$ cat config.mk
export PLATFORM = sky130hd
export DESIGN_NAME = gpio_irq_bank
export DESIGN_NICKNAME = d
export VERILOG_FILES = /design/src/rtl/gib_pkg.sv /design/src/rtl/gib_ctrl.sv /design/src/rtl/gib_datapath.sv /design/src/rtl/gpio_irq_bank.sv
export SDC_FILE = /design/constraint.sdc
export NUM_CORES = 1
export LEC_CHECK = 0
export ABC_CLOCK_PERIOD_IN_PS = 2300
export BUFFER_PORTS_ARGS = -buffer_cell sky130_fd_sc_hd__buf_2
export CORE_UTILIZATION = 40
export DETAILED_ROUTE_END_ITERATION = 10
export GPL_ROUTABILITY_DRIVEN = 1
export SETUP_SLACK_MARGIN = 0.02
export SLEW_MARGIN = 30
export SYNTH_ARGS = -nofsm -noshare
export SYNTH_HDL_FRONTEND = slang
export SYNTH_HIERARCHICAL = 1
export SYNTH_SLANG_ARGS = --single-unit
$ cat constraint.sdc
create_clock -name clk -period 2.3 [get_ports clk]
set_input_delay 0.46 -clock clk [delete_from_list [all_inputs] [get_ports clk]]
set_output_delay 0.46 -clock clk [all_outputs]
set_load 0.01 [all_outputs]
$ cat src/rtl/gib_pkg.sv
package gib_pkg;

  localparam int ADDR_W = 4;

  typedef enum logic [ADDR_W-1:0] {
    OFS_DIR  = 4'd0,
    OFS_OUT  = 4'd1,
    OFS_ALT  = 4'd2,
    OFS_MASK = 4'd3,
    OFS_TRIG = 4'd4,
    OFS_EDGE = 4'd5,
    OFS_LVL  = 4'd6,
    OFS_STAT = 4'd7,
    OFS_PINS = 4'd8
  } regOfs_t;

  // write strobes from control to datapath
  typedef struct packed {
    logic wrDir;
    logic wrOut;
    logic wrAlt;
    logic wrMask;
    logic wrTrig;
    logic wrEdge;
    logic wrLvl;
    logic clrStatus;
  } bankStrobes_t;

endpackage

$ cat src/rtl/gib_ctrl.sv
module gib_ctrl
  import gib_pkg::*;
#(
  parameter int PIN_COUNT = 16
) (
  input  logic                 clk,
  input  logic                 rstN,
  input  logic                 regWrEn,
  input  logic [ADDR_W-1:0]    regAddr,
  input  logic [PIN_COUNT-1:0] regWrData,
  output bankStrobes_t         stb,
  output regOfs_t              rdSel,
  output logic                 rdValid
);

  logic wrDataZero;
  assign wrDataZero = (regWrData == '0);

  always_comb begin
    stb     = '0;
    rdSel   = regOfs_t'(regAddr);
    rdValid = (regAddr <= ADDR_W'(OFS_PINS));
    if (regWrEn) begin
      case (regAddr)
        OFS_DIR:  stb.wrDir     = 1'b1;
        OFS_OUT:  stb.wrOut     = 1'b1;
        OFS_ALT:  stb.wrAlt     = 1'b1;
        OFS_MASK: stb.wrMask    = 1'b1;
        OFS_TRIG: stb.wrTrig    = 1'b1;
        OFS_EDGE: stb.wrEdge    = 1'b1;
        OFS_LVL:  stb.wrLvl     = 1'b1;
        OFS_STAT: stb.clrStatus = wrDataZero;
        default:  stb           = '0;
      endcase
    end
  end

  AST_ONE_STROBE: assert property (@(posedge clk) disable iff (!rstN)
    $onehot0(stb));

  AST_NO_STROBE_IDLE: assert property (@(posedge clk) disable iff (!rstN)
    !regWrEn |-> (stb == '0));

endmodule

$ cat src/rtl/gib_datapath.sv
module gib_datapath
  import gib_pkg::*;
#(
  parameter int PIN_COUNT   = 16,
  parameter int SYNC_STAGES = 2
) (
  input  logic                 clk,
  input  logic                 rstN,
  input  bankStrobes_t         stb,
  input  regOfs_t              rdSel,
  input  logic                 rdValid,
  input  logic [PIN_COUNT-1:0] wrData,
  input  logic [PIN_COUNT-1:0] pinIn,
  output logic [PIN_COUNT-1:0] rdData,
  output logic [PIN_COUNT-1:0] pinOut,
  output logic [PIN_COUNT-1:0] pinOe,
  output logic [PIN_COUNT-1:0] pinAlt,
  output logic                 irqReq
);

  localparam logic [PIN_COUNT-1:0] ALL_ONES = {PIN_COUNT{1'b1}};

  logic [PIN_COUNT-1:0] dirReg, outReg, altReg, maskReg;
  logic [PIN_COUNT-1:0] trigReg, edgeReg, lvlReg, statusReg;
  logic [PIN_COUNT-1:0] syncStage [SYNC_STAGES];
  logic [PIN_COUNT-1:0] pinLive, pinPrev;
  logic [PIN_COUNT-1:0] eventVec, statusNext;

  // configuration registers
  always_ff @(posedge clk or negedge rstN) begin
    if (!rstN) begin
      dirReg  <= '0;
      outReg  <= '0;
      altReg  <= '0;
      maskReg <= ALL_ONES;
      trigReg <= '0;
      edgeReg <= '0;
      lvlReg  <= '0;
    end else begin
      if (stb.wrDir)  dirReg  <= wrData;
      if (stb.wrOut)  outReg  <= wrData;
      if (stb.wrAlt)  altReg  <= wrData;
      if (stb.wrMask) maskReg <= wrData;
      if (stb.wrTrig) trigReg <= wrData;
      if (stb.wrEdge) edgeReg <= wrData;
      if (stb.wrLvl)  lvlReg  <= wrData;
    end
  end

  // input synchronizer and previous-sample register
  always_ff @(posedge clk or negedge rstN) begin
    if (!rstN) begin
      for (int s = 0; s < SYNC_STAGES; s++) syncStage[s] <= '0;
      pinPrev <= '0;
    end else begin
      syncStage[0] <= pinIn;
      for (int s = 1; s < SYNC_STAGES; s++) syncStage[s] <= syncStage[s-1];
      pinPrev <= pinLive;
    end
  end

  assign pinLive = syncStage[SYNC_STAGES-1];

  // per-pin trigger condition
  for (genvar b = 0; b < PIN_COUNT; b++) begin : g_pin
    logic riseHit, fallHit, levelHit;
    assign riseHit  = pinLive[b] & ~pinPrev[b];
    assign fallHit  = ~pinLive[b] & pinPrev[b];
    assign levelHit = ~(pinLive[b] ^ lvlReg[b]);
    assign eventVec[b] = trigReg[b] ? (edgeReg[b] ? riseHit : fallHit) : levelHit;
  end

  // sticky status, new events win over a clear
  assign statusNext = (stb.clrStatus ? '0 : statusReg) | eventVec;

  always_ff @(posedge clk or negedge rstN) begin
    if (!rstN) statusReg <= '0;
    else       statusReg <= statusNext;
  end

  assign irqReq = |(statusReg & ~maskReg);
  assign pinOut = outReg;
  assign pinOe  = dirReg;
  assign pinAlt = altReg;

  always_comb begin
    rdData = '0;
    if (rdValid) begin
      case (rdSel)
        OFS_DIR:  rdData = dirReg;
        OFS_OUT:  rdData = outReg;
        OFS_ALT:  rdData = altReg;
        OFS_MASK: rdData = maskReg;
        OFS_TRIG: rdData = trigReg;
        OFS_EDGE: rdData = edgeReg;
        OFS_LVL:  rdData = lvlReg;
        OFS_STAT: rdData = statusReg;
        OFS_PINS: rdData = pinLive;
        default:  rdData = '0;
      endcase
    end
  end

  AST_CLEAR_EMPTIES: assert property (@(posedge clk) disable iff (!rstN)
    (stb.clrStatus && eventVec == '0) |=> (statusReg == '0));

  AST_STATUS_STICKY: assert property (@(posedge clk) disable iff (!rstN)
    !stb.clrStatus |=> ((statusReg & $past(statusReg)) == $past(statusReg)));

  AST_EVENT_LATCHED: assert property (@(posedge clk) disable iff (!rstN)
    (eventVec != '0) |=> ((statusReg & $past(eventVec)) == $past(eventVec)));

  AST_FULL_MASK_QUIET: assert property (@(posedge clk) disable iff (!rstN)
    (maskReg == ALL_ONES) |-> !irqReq);

  AST_OE_FOLLOWS: assert property (@(posedge clk) disable iff (!rstN)
    stb.wrDir |=> (pinOe == $past(wrData)));

endmodule

$ cat src/rtl/gpio_irq_bank.sv
module gpio_irq_bank
  import gib_pkg::*;
#(
  parameter int PIN_COUNT   = 16,
  parameter int SYNC_STAGES = 2
) (
  input  logic                 clk,
  input  logic                 rstN,
  input  logic                 regWrEn,
  input  logic [ADDR_W-1:0]    regAddr,
  input  logic [PIN_COUNT-1:0] regWrData,
  output logic [PIN_COUNT-1:0] regRdData,
  input  logic [PIN_COUNT-1:0] pinIn,
  output logic [PIN_COUNT-1:0] pinOut,
  output logic [PIN_COUNT-1:0] pinOe,
  output logic [PIN_COUNT-1:0] pinAlt,
  output logic                 irqReq
);

  bankStrobes_t stb;
  regOfs_t      rdSel;
  logic         rdValid;

  gib_ctrl #(.PIN_COUNT(PIN_COUNT)) i_ctrl (
    .clk       (clk),
    .rstN      (rstN),
    .regWrEn   (regWrEn),
    .regAddr   (regAddr),
    .regWrData (regWrData),
    .stb       (stb),
    .rdSel     (rdSel),
    .rdValid   (rdValid)
  );

  gib_datapath #(.PIN_COUNT(PIN_COUNT), .SYNC_STAGES(SYNC_STAGES)) i_datapath (
    .clk     (clk),
    .rstN    (rstN),
    .stb     (stb),
    .rdSel   (rdSel),
    .rdValid (rdValid),
    .wrData  (regWrData),
    .pinIn   (pinIn),
    .rdData  (regRdData),
    .pinOut  (pinOut),
    .pinOe   (pinOe),
    .pinAlt  (pinAlt),
    .irqReq  (irqReq)
  );

endmodule

==> impl_metrics.yaml <==
outcome:
  status: "finished, violations left"
  violations: "hold timing"
placement:
  hpwl_mm: 16.7
  dp_cells: 1072
  gp_congestion: 0.887
  dpl_cell_area_um2: 9180
  port_buffers: 103
hold_path:
  hp-class: "in2async"
route:
  viasPerCell: 5.58
  route.detailed.wl_per_inst_um: 21.5
  drt-pass1-iter-count: 5
  wirelength_mm: 23.7
  drt_iter0_markers: 459
  num_vias: 6165
  final_antenna_net_count: 0
  route.detailed.drc: 0
yosys:
  yosys.area_share.adder_pct: 0
  ys.warnings.count: 6
  synth_cell_types: 48
  synth_top_family_by_area: "multiplexers"
  synth_edf_count: 0
  yosys.area.top_type: "dfrtp_1"
  synthArstFlopShare_pct: 100
  yosysTopAreaCellShare_pct: 50.2
  synthXorXnorAreaFrac_pct: 0
  synth_seq_cells: 176
  synth_compound_area_share_pct: 15.6
  synth.area.mux_share_pct: 16.4
  synth_flop_cell: "dfrtp_1"
  synthCells: 686
  syn_area_um2: 7980
  synth-seq-area-share_pct: 55.4
  synthesis.nets: 725
  synthSimpleGateAreaFrac_pct: 7.59
  synthTopCellsByArea: "dfrtp_1 50%, mux2_2 12%, dfstp_2 5.3%"
  avgSynthCellArea_um2: 11.6
timing:
  finalSetupViolations: 0
  max_freq_ghz: 0.441
  max-slew-margin-rel_pct: 60.9
  min_period_ns: 2.27
  clock_skew_ns: 0.00725
  rsz0062_at_grt: "true"
  final-hold-violation-count: 5
  drv_slew: 0
  hold-worst-slack_ns: -0.00818
  post-route-period-util_pct: 98.6
  worst_slew_pin_slew_ns: 0.586
final_layout:
  antenna_cells: 0
  fin_area_um2: 9800
  final_cell_mix: "160 x dfrtp_1, 99 x buf_2, 88 x mux2_2"
  final_common_cell: "dfrtp_1"
  stdcell_count: 1104
  nets: 865
  drive_above_1_share_pct: 38.7
  syn2layout_area_growth_pct: 22.9
clock_tree:
  cts_buffer_depth: 2
  clk_pin_slew_ns: 0.06
  cts_hold_buf: 0
  htreeDepth: 4
  clock-sinks: 176
  root_buffer: "clkbuf_16"
  cts_setup_buffers: 0
  clock_latency_ns: 0.43
  cts_tree: "built"
  cts_made_buffers: 17
global_routing:
  grt_use_total_pct: 24.3
  grt_pass1_wl_mm: 36.3
  grt_pass1_vias: 6214
  antenna_found_initial: 0
  grt_max_degree: 58
  grt_overflow_total: 0
power_and_ir_drop:
  switching_power_mw: 2.59
  finalPower_mw: 8.67
  p_per_area_nw_per_um2: 884
  p_seq_share_pct: 47.8
  intPower_mw: 6.09
  swShare_pct: 29.8
  pwr-share-clk_pct: 33.5
  ir_drop_mv: 0.525
  leakage_nw: 4.35
  pwr-share-comb_pct: 18.7
floorplan:
  die_y_um: 143
  num_io_pins: 104
  die-width_um: 143
  num_rows: 51
  start_util_pct: 40.9
  die_area_um2: 20500
  core_area_um2: 19500
worst_setup_path:
  worstRegToRegCells: 4
  path_max_fanout: 13
  worst_setup_path_end_kind: "output port"
  cp.arrival_ns: 1.81
  path_buf_inv: 4
  crit_family: "buffers and inverters"
  worstPathCellList: "clkbuf_4 > buf_4 > o31ai_1 > nand2_2 > buf_4 > a21oi_1 > buf_2"
  start_kind: "input pin"
  path_depth: 7
  cp_slowest_cell: "o31ai_1"
  required_ns: 1.84
  cp_slowest_stage_delay_ns: 0.25
  crit_top_cell: "buf_4"
  criticalPathCategory: "in2out"
job:
  cap_violations: 0
-- synthesized netlist by cell type (all sizes together) (7+ instances only) --
| cell type | count |
|---|---|
| a21oi | 32 |
| a22oi | 22 |
| buf | 28 |
| clkbuf | 16 |
| dfrtp | 160 |
| dfstp | 16 |
| inv | 41 |
| mux2 | 88 |
| mux2i | 32 |
| nand2 | 58 |
| nand3 | 8 |
| nand3b | 14 |
| nor2 | 7 |
| nor3 | 8 |
| o21ai | 63 |
| o221ai | 16 |
| o22ai | 30 |
| o32a | 7 |
-- path summary, 6_finish.rpt --
path	slack, ns	endpoint	start
setup reg to reg	1.27	i_datapath/statusReg[6]	i_datapath/trigReg[6]
hold reg to reg	0.35	i_datapath/pinLive[0]	i_datapath/syncStage[16]
hold / removal	-0.008	i_datapath/pinLive[15]	rstN
max in group asynchronous	1.64	i_datapath/maskReg[6]	rstN
setup / recovery	0.03	regRdData[3]	regAddr[2]
min in group clk	0.13	i_datapath/syncStage[17]	pinIn[1]
-- layer usage --
layer	share of wire (%)	global-route usage, %	vias to the layer above	wire length [µm]
met5	0	0	-	0
met4	2.7	9.18	0	639
met2	48	39.7	207	11500
met3	5.0	5.26	41	1190
li1	-	-	2792	-
met1	44	31.6	3125	10400
-- worst register-to-register path: stages (launching register included) --
cell     delay [ns]
dfrtp_1        0.44
nand2_1        0.10
o22ai_1        0.08
o21ai_0        0.17
o21ai_0        0.12
-- stage by stage --
step	setup WS (ns)	TNS, ns	util, %
floorplan	0.239	0	-
global placement	0.0134	0	47.0
detailed placement	-0.0164	-0.0706	47.0
CTS	0.0455	0	50.0
global route	-0.0175	-0.0598	50.2
finish	0.0327	0	50.2
-- cell families after synthesis --
| logic type | Yosys count |
|---|---|
| mux | 120 |
| flops | 176 |
| compound gates | 189 |
| simple gates | 116 |
| buf+inv | 85 |
-- final cells by class --
type	count	area [µm²]
clock inverter	14	154
sequential	176	4420
fill	1771	9720
clock buffer	18	429
multi-input combinational	425	3200
timing repair buffer	165	1110
tap	265	332
inverter	41	154
-- power by group through the flow --
stage	clock, mW	combinational, mW	sequential (mW)
finish	2.91	1.62	4.14
CTS	2.97	1.62	4.13
global placement	0	1.56	4.15
detailed placement	0	1.61	4.19
global route	3.11	1.77	4.22
floorplan	0	0.902	4.14
-- repair_timing --
| item | 4_1_cts | 5_1_grt |
|---|---|---|
| endpoints found under the hold margin | 0 | 0 |
| setup endpoints to repair | 2 | 16 |
| pin swaps | 0 | 0 |
| gates cloned | 0 | 0 |
| resized for setup | 2 | 10 |
(Power assumes the default switching activity.)
